**src/rtl/hist_sram_ctrl.sv**
```systemverilog
module hist_sram_ctrl #(
  parameter int ADDR_W     = 20,
  parameter int TOT_W      = 4,
  parameter int CNT_W      = 8,
  parameter int SUM_W      = 12,
  parameter int SQ_W       = 16,
  parameter int BURST      = 8,
  parameter int FIFO_DEPTH = 16
) (
  input  logic                              clk,
  input  logic                              rst_n,
  input  logic                              hit_valid,
  output logic                              hit_ready,
  input  logic [ADDR_W-1:0]                 hit_pix,
  input  logic [TOT_W-1:0]                  hit_tot,
  output logic [ADDR_W-1:0]                 sram_addr,
  output logic                              sram_rd,
  output logic                              sram_we,
  output logic [CNT_W+SUM_W+SQ_W-1:0]       sram_wdata,
  input  logic [CNT_W+SUM_W+SQ_W-1:0]       sram_rdata,
  input  logic                              ro_start,
  input  logic [ADDR_W-1:0]                 ro_base,
  input  logic [ADDR_W:0]                   ro_len,
  output logic                              ro_busy,
  output logic                              ro_valid,
  output logic [ADDR_W-1:0]                 ro_pix,
  output logic [CNT_W+SUM_W+SQ_W-1:0]       ro_data
);
  localparam int DATA_W = CNT_W + SUM_W + SQ_W;
  localparam int SLOT_W = (BURST > 1) ? $clog2(BURST) : 1;
  localparam int HC_W   = $clog2(BURST + 1);
  localparam int IS_W   = TOT_W + HC_W;
  localparam int IQ_W   = 2 * TOT_W + HC_W;
  localparam int FP_W   = (FIFO_DEPTH > 1) ? $clog2(FIFO_DEPTH) : 1;
  localparam int RUN_W  = HC_W + 1;

  typedef enum logic [2:0] {
    S_IDLE, S_GATHER, S_READ, S_DRAIN, S_TURN, S_WRITE, S_RO, S_RODRAIN
  } st_t;

  st_t state;

  logic [ADDR_W-1:0] q_pix [FIFO_DEPTH];
  logic [TOT_W-1:0]  q_tot [FIFO_DEPTH];
  logic [FP_W-1:0]   q_wp, q_rp;
  logic [FP_W:0]     q_cnt;
  logic              q_push, q_pop, q_empty;

  assign hit_ready = q_cnt != (FP_W+1)'(FIFO_DEPTH);
  assign q_empty   = q_cnt == '0;
  assign q_push    = hit_valid && hit_ready;

  logic [ADDR_W-1:0] slot_pix [BURST];
  logic [HC_W-1:0]   inc_c    [BURST];
  logic [IS_W-1:0]   inc_s    [BURST];
  logic [IQ_W-1:0]   inc_q    [BURST];
  logic [DATA_W-1:0] old_w    [BURST];
  logic [HC_W-1:0]   n_slots, n_hits, idx;

  logic [ADDR_W-1:0] h_pix;
  logic [TOT_W-1:0]  h_tot;
  logic [2*TOT_W-1:0] h_sq;
  assign h_pix = q_pix[q_rp];
  assign h_tot = q_tot[q_rp];
  assign h_sq  = (2*TOT_W)'(h_tot) * (2*TOT_W)'(h_tot);
  assign q_pop = (state == S_GATHER) && !q_empty && (n_hits != HC_W'(BURST));

  logic              m_hit;
  logic [SLOT_W-1:0] m_idx;
  always_comb begin
    m_hit = 1'b0;
    m_idx = '0;
    for (int i = 0; i < BURST; i++) begin
      if (!m_hit && (HC_W'(i) < n_slots) && (slot_pix[i] == h_pix)) begin
        m_hit = 1'b1;
        m_idx = SLOT_W'(i);
      end
    end
  end

  logic [SLOT_W-1:0] a_idx, wsel;
  assign a_idx = n_slots[SLOT_W-1:0];
  assign wsel  = idx[SLOT_W-1:0];

  logic [DATA_W-1:0] wold, wval;
  logic [CNT_W:0]    sum_c;
  logic [SUM_W:0]    sum_s;
  logic [SQ_W:0]     sum_q;
  assign wold  = old_w[wsel];
  assign sum_c = {1'b0, wold[CNT_W-1:0]} + (CNT_W+1)'(inc_c[wsel]);
  assign sum_s = {1'b0, wold[CNT_W +: SUM_W]} + (SUM_W+1)'(inc_s[wsel]);
  assign sum_q = {1'b0, wold[CNT_W+SUM_W +: SQ_W]} + (SQ_W+1)'(inc_q[wsel]);
  assign wval  = {sum_q[SQ_W]  ? {SQ_W{1'b1}}  : sum_q[SQ_W-1:0],
                  sum_s[SUM_W] ? {SUM_W{1'b1}} : sum_s[SUM_W-1:0],
                  sum_c[CNT_W] ? {CNT_W{1'b1}} : sum_c[CNT_W-1:0]};

  logic [SLOT_W-1:0] sram_slot;
  logic              p1_v, p2_v;
  logic [ADDR_W-1:0] p1_addr, p2_addr;
  logic [SLOT_W-1:0] p1_slot, p2_slot;
  logic              ro_mode;
  logic [ADDR_W-1:0] ro_next;
  logic [ADDR_W:0]   ro_left;

  assign ro_busy = ro_mode;

  always_ff @(posedge clk) begin
    if (q_push) begin
      q_pix[q_wp] <= hit_pix;
      q_tot[q_wp] <= hit_tot;
    end
    if (q_pop) begin
      if (m_hit) begin
        inc_c[m_idx] <= inc_c[m_idx] + HC_W'(1);
        inc_s[m_idx] <= inc_s[m_idx] + IS_W'(h_tot);
        inc_q[m_idx] <= inc_q[m_idx] + IQ_W'(h_sq);
      end else begin
        slot_pix[a_idx] <= h_pix;
        inc_c[a_idx]    <= HC_W'(1);
        inc_s[a_idx]    <= IS_W'(h_tot);
        inc_q[a_idx]    <= IQ_W'(h_sq);
      end
    end
    if (p2_v && !ro_mode) old_w[p2_slot] <= sram_rdata;
  end

  always_ff @(posedge clk or negedge rst_n) begin
    if (!rst_n) begin
      state      <= S_IDLE;
      q_wp       <= '0;
      q_rp       <= '0;
      q_cnt      <= '0;
      n_slots    <= '0;
      n_hits     <= '0;
      idx        <= '0;
      sram_addr  <= '0;
      sram_rd    <= 1'b0;
      sram_we    <= 1'b0;
      sram_wdata <= '0;
      sram_slot  <= '0;
      p1_v       <= 1'b0;
      p2_v       <= 1'b0;
      p1_addr    <= '0;
      p2_addr    <= '0;
      p1_slot    <= '0;
      p2_slot    <= '0;
      ro_mode    <= 1'b0;
      ro_next    <= '0;
      ro_left    <= '0;
      ro_valid   <= 1'b0;
      ro_pix     <= '0;
      ro_data    <= '0;
    end else begin
      if (q_push) q_wp <= q_wp + FP_W'(1);
      if (q_pop)  q_rp <= q_rp + FP_W'(1);
      case ({q_push, q_pop})
        2'b10:   q_cnt <= q_cnt + (FP_W+1)'(1);
        2'b01:   q_cnt <= q_cnt - (FP_W+1)'(1);
        default: q_cnt <= q_cnt;
      endcase

      p1_v    <= sram_rd;
      p1_addr <= sram_addr;
      p1_slot <= sram_slot;
      p2_v    <= p1_v;
      p2_addr <= p1_addr;
      p2_slot <= p1_slot;

      ro_valid <= 1'b0;
      if (p2_v && ro_mode) begin
        ro_valid <= 1'b1;
        ro_pix   <= p2_addr;
        ro_data  <= sram_rdata;
      end

      case (state)
        S_IDLE: begin
          sram_rd <= 1'b0;
          sram_we <= 1'b0;
          if (!q_empty) begin
            n_slots <= '0;
            n_hits  <= '0;
            state   <= S_GATHER;
          end else if (ro_start && ro_len != '0) begin
            ro_mode   <= 1'b1;
            sram_rd   <= 1'b1;
            sram_addr <= ro_base;
            ro_next   <= ro_base + ADDR_W'(1);
            ro_left   <= ro_len - (ADDR_W+1)'(1);
            state     <= S_RO;
          end
        end
        S_GATHER: begin
          if (q_pop) begin
            n_hits <= n_hits + HC_W'(1);
            if (!m_hit) n_slots <= n_slots + HC_W'(1);
          end else begin
            idx   <= '0;
            state <= S_READ;
          end
        end
        S_READ: begin
          sram_rd   <= 1'b1;
          sram_addr <= slot_pix[wsel];
          sram_slot <= wsel;
          idx       <= idx + HC_W'(1);
          if (idx == n_slots - HC_W'(1)) state <= S_DRAIN;
        end
        S_DRAIN: begin
          sram_rd <= 1'b0;
          if (!sram_rd && !p1_v && p2_v) begin
            idx   <= '0;
            state <= S_TURN;
          end
        end
        S_TURN, S_WRITE: begin
          if (idx != n_slots) begin
            sram_we    <= 1'b1;
            sram_addr  <= slot_pix[wsel];
            sram_wdata <= wval;
            idx        <= idx + HC_W'(1);
            state      <= S_WRITE;
          end else begin
            sram_we <= 1'b0;
            state   <= S_IDLE;
          end
        end
        S_RO: begin
          if (ro_left != '0) begin
            sram_addr <= ro_next;
            ro_next   <= ro_next + ADDR_W'(1);
            ro_left   <= ro_left - (ADDR_W+1)'(1);
          end else begin
            sram_rd <= 1'b0;
            state   <= S_RODRAIN;
          end
        end
        default: begin
          sram_rd <= 1'b0;
          if (!sram_rd && !p1_v && !p2_v) begin
            ro_mode <= 1'b0;
            state   <= S_IDLE;
          end
        end
      endcase
    end
  end

  logic [RUN_W-1:0] rd_run, wr_run;
  always_ff @(posedge clk or negedge rst_n) begin
    if (!rst_n) begin
      rd_run <= '0;
      wr_run <= '0;
    end else begin
      rd_run <= !sram_rd ? '0 : (rd_run == '1 ? rd_run : rd_run + RUN_W'(1));
      wr_run <= !sram_we ? '0 : (wr_run == '1 ? wr_run : wr_run + RUN_W'(1));
    end
  end

  assert_rw_excl_R4: assert property (@(posedge clk) disable iff (!rst_n)
    !(sram_rd && sram_we));
  assert_wr_burst_R4: assert property (@(posedge clk) disable iff (!rst_n)
    sram_we |-> wr_run < RUN_W'(BURST));
  assert_rd_burst_R4: assert property (@(posedge clk) disable iff (!rst_n)
    (sram_rd && !ro_mode) |-> rd_run < RUN_W'(BURST));
  assert_turn_rw_R5: assert property (@(posedge clk) disable iff (!rst_n)
    $rose(sram_we) |-> (!$past(sram_rd, 1) && !$past(sram_rd, 2) &&
                        !$past(sram_rd, 3) && $past(sram_rd, 4)));
  assert_turn_wr_R6: assert property (@(posedge clk) disable iff (!rst_n)
    $fell(sram_we) |-> !sram_rd);
  assert_queue_R7: assert property (@(posedge clk) disable iff (!rst_n)
    (hit_valid && hit_ready) |=> !q_empty || $past(q_pop));
  assert_ro_order_R8: assert property (@(posedge clk) disable iff (!rst_n)
    (ro_valid && $past(ro_valid)) |-> ro_pix == ADDR_W'($past(ro_pix) + ADDR_W'(1)));
  assert_ro_busy_R8: assert property (@(posedge clk) disable iff (!rst_n)
    ro_valid |-> ro_busy);
  assert_ro_gate_R9: assert property (@(posedge clk) disable iff (!rst_n)
    $rose(ro_busy) |-> $past(state == S_IDLE && q_empty && ro_start));
endmodule

```
**config.mk**
```make
export PLATFORM = sky130hd
export DESIGN_NAME = hist_sram_ctrl
export DESIGN_NICKNAME = d
export VERILOG_FILES = /design/src/rtl/hist_sram_ctrl.sv
export SDC_FILE = /design/constraint.sdc
export NUM_CORES = 2
export LEC_CHECK = 0
export CORE_UTILIZATION = 45
export DETAILED_ROUTE_END_ITERATION = 7
export DONT_BUFFER_PORTS = 1
export HOLD_SLACK_MARGIN = 0.12
export SLEW_MARGIN = 10
export SYNTH_ARGS = -nofsm -noshare
export SYNTH_HDL_FRONTEND = slang
export SYNTH_SLANG_ARGS = --single-unit
```
**constraint.sdc**
```tcl
create_clock -name clk -period 7.3 [get_ports clk]
set_input_delay 0 -clock clk [delete_from_list [all_inputs] [get_ports clk]]
set_output_delay 0 -clock clk [all_outputs]
set_load 0.05 [all_outputs]
```
==> summary.md <==
| Metric | Value |
|---|---|
| Relative slew slack | 26.8% |
| # IOs | roughly 220 |
| Arr. time, crit path | 7.45 ns |
| Max-slew violations | 0 |
| CTS Root Cell | clkbuf_16 |
| Reg2reg start | q_rp[2] |
| Die ar. | between 100000 and 150000 sq um |
| Fin Setup TNS | 0 ns |
| Worst Setup Slack, final | 0.360 ns |
| Pin count of the biggest net entering global routing | 191 |
| Ys flop type | edfxtp_1 |
| Clock Pin Slew Worst Setup and Hold Paths | ~0.060 ns |
| Worst slew pin tran | between 1 and 1.5 ns |
| DRC | 0 |
| Worst vdd ir | 262 uV |
| First-pass iteration count of the detailed router | 6 |
| Final min period | 6.94 ns |
| Final count of hold timing violations | 0 |
| Post-synthesis cell count | approximately 4000 |
| Dpl ws | 0.250 ns |
| Global-route wire length before repair | 232 mm |
| GR Overflow Total | 0 |
| CP Class | reg -> reg |
| CORE AREA | 128000 sq um |
| Tot Pwr | 32.6 mW |
| Fillers | 10600 |
| Fin crit share | between 90% and 100% |
| CTS H-tree lvls | 4 |
| Critical path startpoint | q_rp[2] |
| Routed WL per cell | 25.7 um |
| Post-layout nets | roughly 4400 |
| Clk buf depth | 3 |
| Yosys warnings | 0 |
| Detailed-route via count | ~35000 |
| CTS Sinks | 1260 |
| Cell Area, Synth | ~60000 sq um |
| Initial antenna violation count | 6 |
| Die Wd | approximately 360 um |
| Peak Freq | 0.144 GHz |
| Status | completed |
| Initial Util | 45.6% |
| Final Setup Violations | 0 |
| Number of global-route vias before repair | roughly 35000 |
| Post-synthesis sequential area ratio | approximately 63% |
| Synth Net Count | a little over 4000 |
| Inst Count DP | between 5000 and 6000 |
| PD cells | 481 nW/um^2 |
| DIE HEIGHT | 362 um |
| Setup Skew | 0.0475 ns |
| Unrepaired setup endpoints after global routing | false |
| Hold wc startpoint | sram_rdata[22] |
| Number of CTS-inserted buffers | 137 |
| Syn avg cell area | ~15 sq um |
| WP data required | 7.81 ns |
| #FFs+latches synth | 1260 |
| GR Util All Layers | between 20% and 30% |
| Cell variety after synth | approximately 110 |
| Final wirelength | ~160 mm |
| Violation count after the first detailed-route iteration | 3002 |
| Post-route insts no fill | between 6000 and 7000 |
| Post-DP HPWL | ~100 mm |
| Vias per cell | 5.79 |
| Async SR Flop Fraction | a little under a fifth |
| CP Launch Type | register |
| Critical Path Sink Type | register |
| Final hold slack | 0.169 ns |
| TritonCTS clock tree | built |
| Site Rows | 131 |
| Post-synth EDFFs | 1024 |
| LEAKAGE | roughly 23 nW |
| Buffers on Ports | 0 |
| Area Growth Syn to Fin | 16.0% |
| Share of cells above drive strength 1 | between 20% and 30% |
| Routability cong. | 0.943 |
| Hold crit path type | in -> reg |
| Final ANT Viol Nets | 0 |
| Worst-Skew Late Latency | about 0.77 ns |
| Max-Cap Viols | 0 |
| Max FO, Critical Path | 49 |
-- cell usage after synthesis (54+ instances only) --
cell type	number	area, sq um
a211oi_1	58	435
a21oi_1	177	886
clkbuf_1	105	394
dfrtp_1	236	5910
edfxtp_1	1024	30700
ha_1	57	713
inv_1	64	240
mux2_2	190	2140
mux2i_1	227	2270
mux4_2	194	4370
nand2_1	147	552
nand3_1	54	270
nor2_1	221	830
nor3_1	79	395
o21ai_0	123	616
xnor2_1	153	1340
xor2_1	135	1180
-- per-stage QoR --
| stage | utilization (%) | cell area (sq um) |
|---|---|---|
| final | 52.9 | 67800 |
| after detailed placement | 47.6 | 61000 |
| after CTS | 52.8 | 67700 |
| after global placement | 47.6 | 61000 |
| after floorplan | - | 58500 |
| after global routing | 52.9 | 67800 |
-- state kept, by name, summed over array words and instances (netlist names), 5 cells and up --
name and cells:
ro_pix 20, p2_addr 20, p1_addr 20, old_w 288, inc_s 64, q_tot 64
ro_left 21, slot_pix 160, q_pix 320, inc_c 32, ro_data 36, sram_addr 20
ro_next 20, sram_wdata 36, inc_q 96, q_cnt 5
-- critical path, stage by stage, from the launching register on --
cell       delay, ns
dfrtp_4         0.66
buf_12          0.23
buf_12          0.24
mux2_2          0.22
o22ai_2         0.09
a211oi_4        0.48
xor2_1          0.13
o21ai_0         0.31
o2111ai_1       0.15
nand4b_1        0.24
nor4b_1         0.45
nand4_1         0.27
a21oi_4         0.42
buf_12          0.33
mux2_2          0.38
o211ai_1        0.14
o21ai_0         0.14
ha_1            0.24
fa_1            0.41
a21o_1          0.18
a21oi_1         0.27
nor3_1          0.11
xor2_1          0.16
nor2_1          0.34
-- routing by layer --
layer  track usage, %  up-vias  part of all wire, %
li1                 -    15700                    -
met1             32.0    18000                   43
met2             39.8     1028                   50
met3             3.58      245                  5.0
met4             6.58        4                  2.5
met5                0        -                0.017
-- cell families (layout without fill, tap and decap cells) --
kind of cell    count (synthesis)  count (layout)  share of synthesized area (%)
other cells                     0               3                              0
fa+ha+maj                      63              63                           1.43
compound gates                657             657                           7.52
buf+inv                       279             676                           2.28
xor+xnor                      288             288                           4.32
simple gates                  738             738                           6.25
flops                        1260            1260                           62.7
mux                           630             630                           15.5
-- layout by cell type (no fill, tap or decap), types with 16 or more instances in the layout --
cell type,instances
nand4_1,25
nor2_2,27
nand3_1,53
nor2b_1,48
clkbuf_1,30
dfrtp_1,228
clkinv_1,16
buf_4,143
a211oi_1,58
o22ai_1,22
o211ai_1,23
o32ai_1,20
a22o_1,17
xnor2_1,153
dlygate4sd3_1,201
edfxtp_1,1024
nand2_1,145
nor4_1,22
nor2_1,191
clkinv_2,22
nor3_1,66
a21o_1,36
mux2i_1,227
mux4_2,194
a21oi_1,177
nand2b_1,22
inv_1,64
o21ai_0,123
ha_1,57
o21a_1,17
clkbuf_16,140
xor2_1,135
a22oi_1,38
mux2_2,190
-- repair_timing --
item | 4_1_cts | 5_1_grt
setup endpoints to repair | 0 | 80
hold endpoints to repair | 1017 | 0
gates resized for setup | 0 | 8
setup buffers | 0 | 1
hold buffers | 203 | 0
-- final cells by class --
class	instances	area [sq um]	area share (%)
clock inverters	75	947	1.40
inverters	67	251	0.371
repair buffers	355	3310	4.89
flip-flops and latches	1260	36700	54.1
clock buffers	179	3740	5.52
multi-input cells	2376	20700	30.5
well taps	1729	2160	3.19
diodes	3	7.51	0.0111
-- power breakdown --
group	internal (mW)	leakage, nW	total, mW	switching (mW)
Combinational	5.42	8.97	13.3	7.89
Clock	4.17	2.27	7.12	2.95
Sequential	10.1	12.1	12.2	2.09
-- path summary, 6_finish.rpt --
path | end | slack, ns | depth (start not counted)
worst max-delay path | inc_s[6][6] | 0.36 | 23
worst min-delay path | old_w[4][22] | 0.17 | 1
worst max register to register | inc_s[6][6] | 0.36 | 23
worst min register to register | p2_slot[1] | 0.35 | 0
max in group asynchronous | idx[0] | 5.89 | 3
min in group asynchronous | ro_next[17] | 0.46 | 3
(Power assumes the default switching activity.)
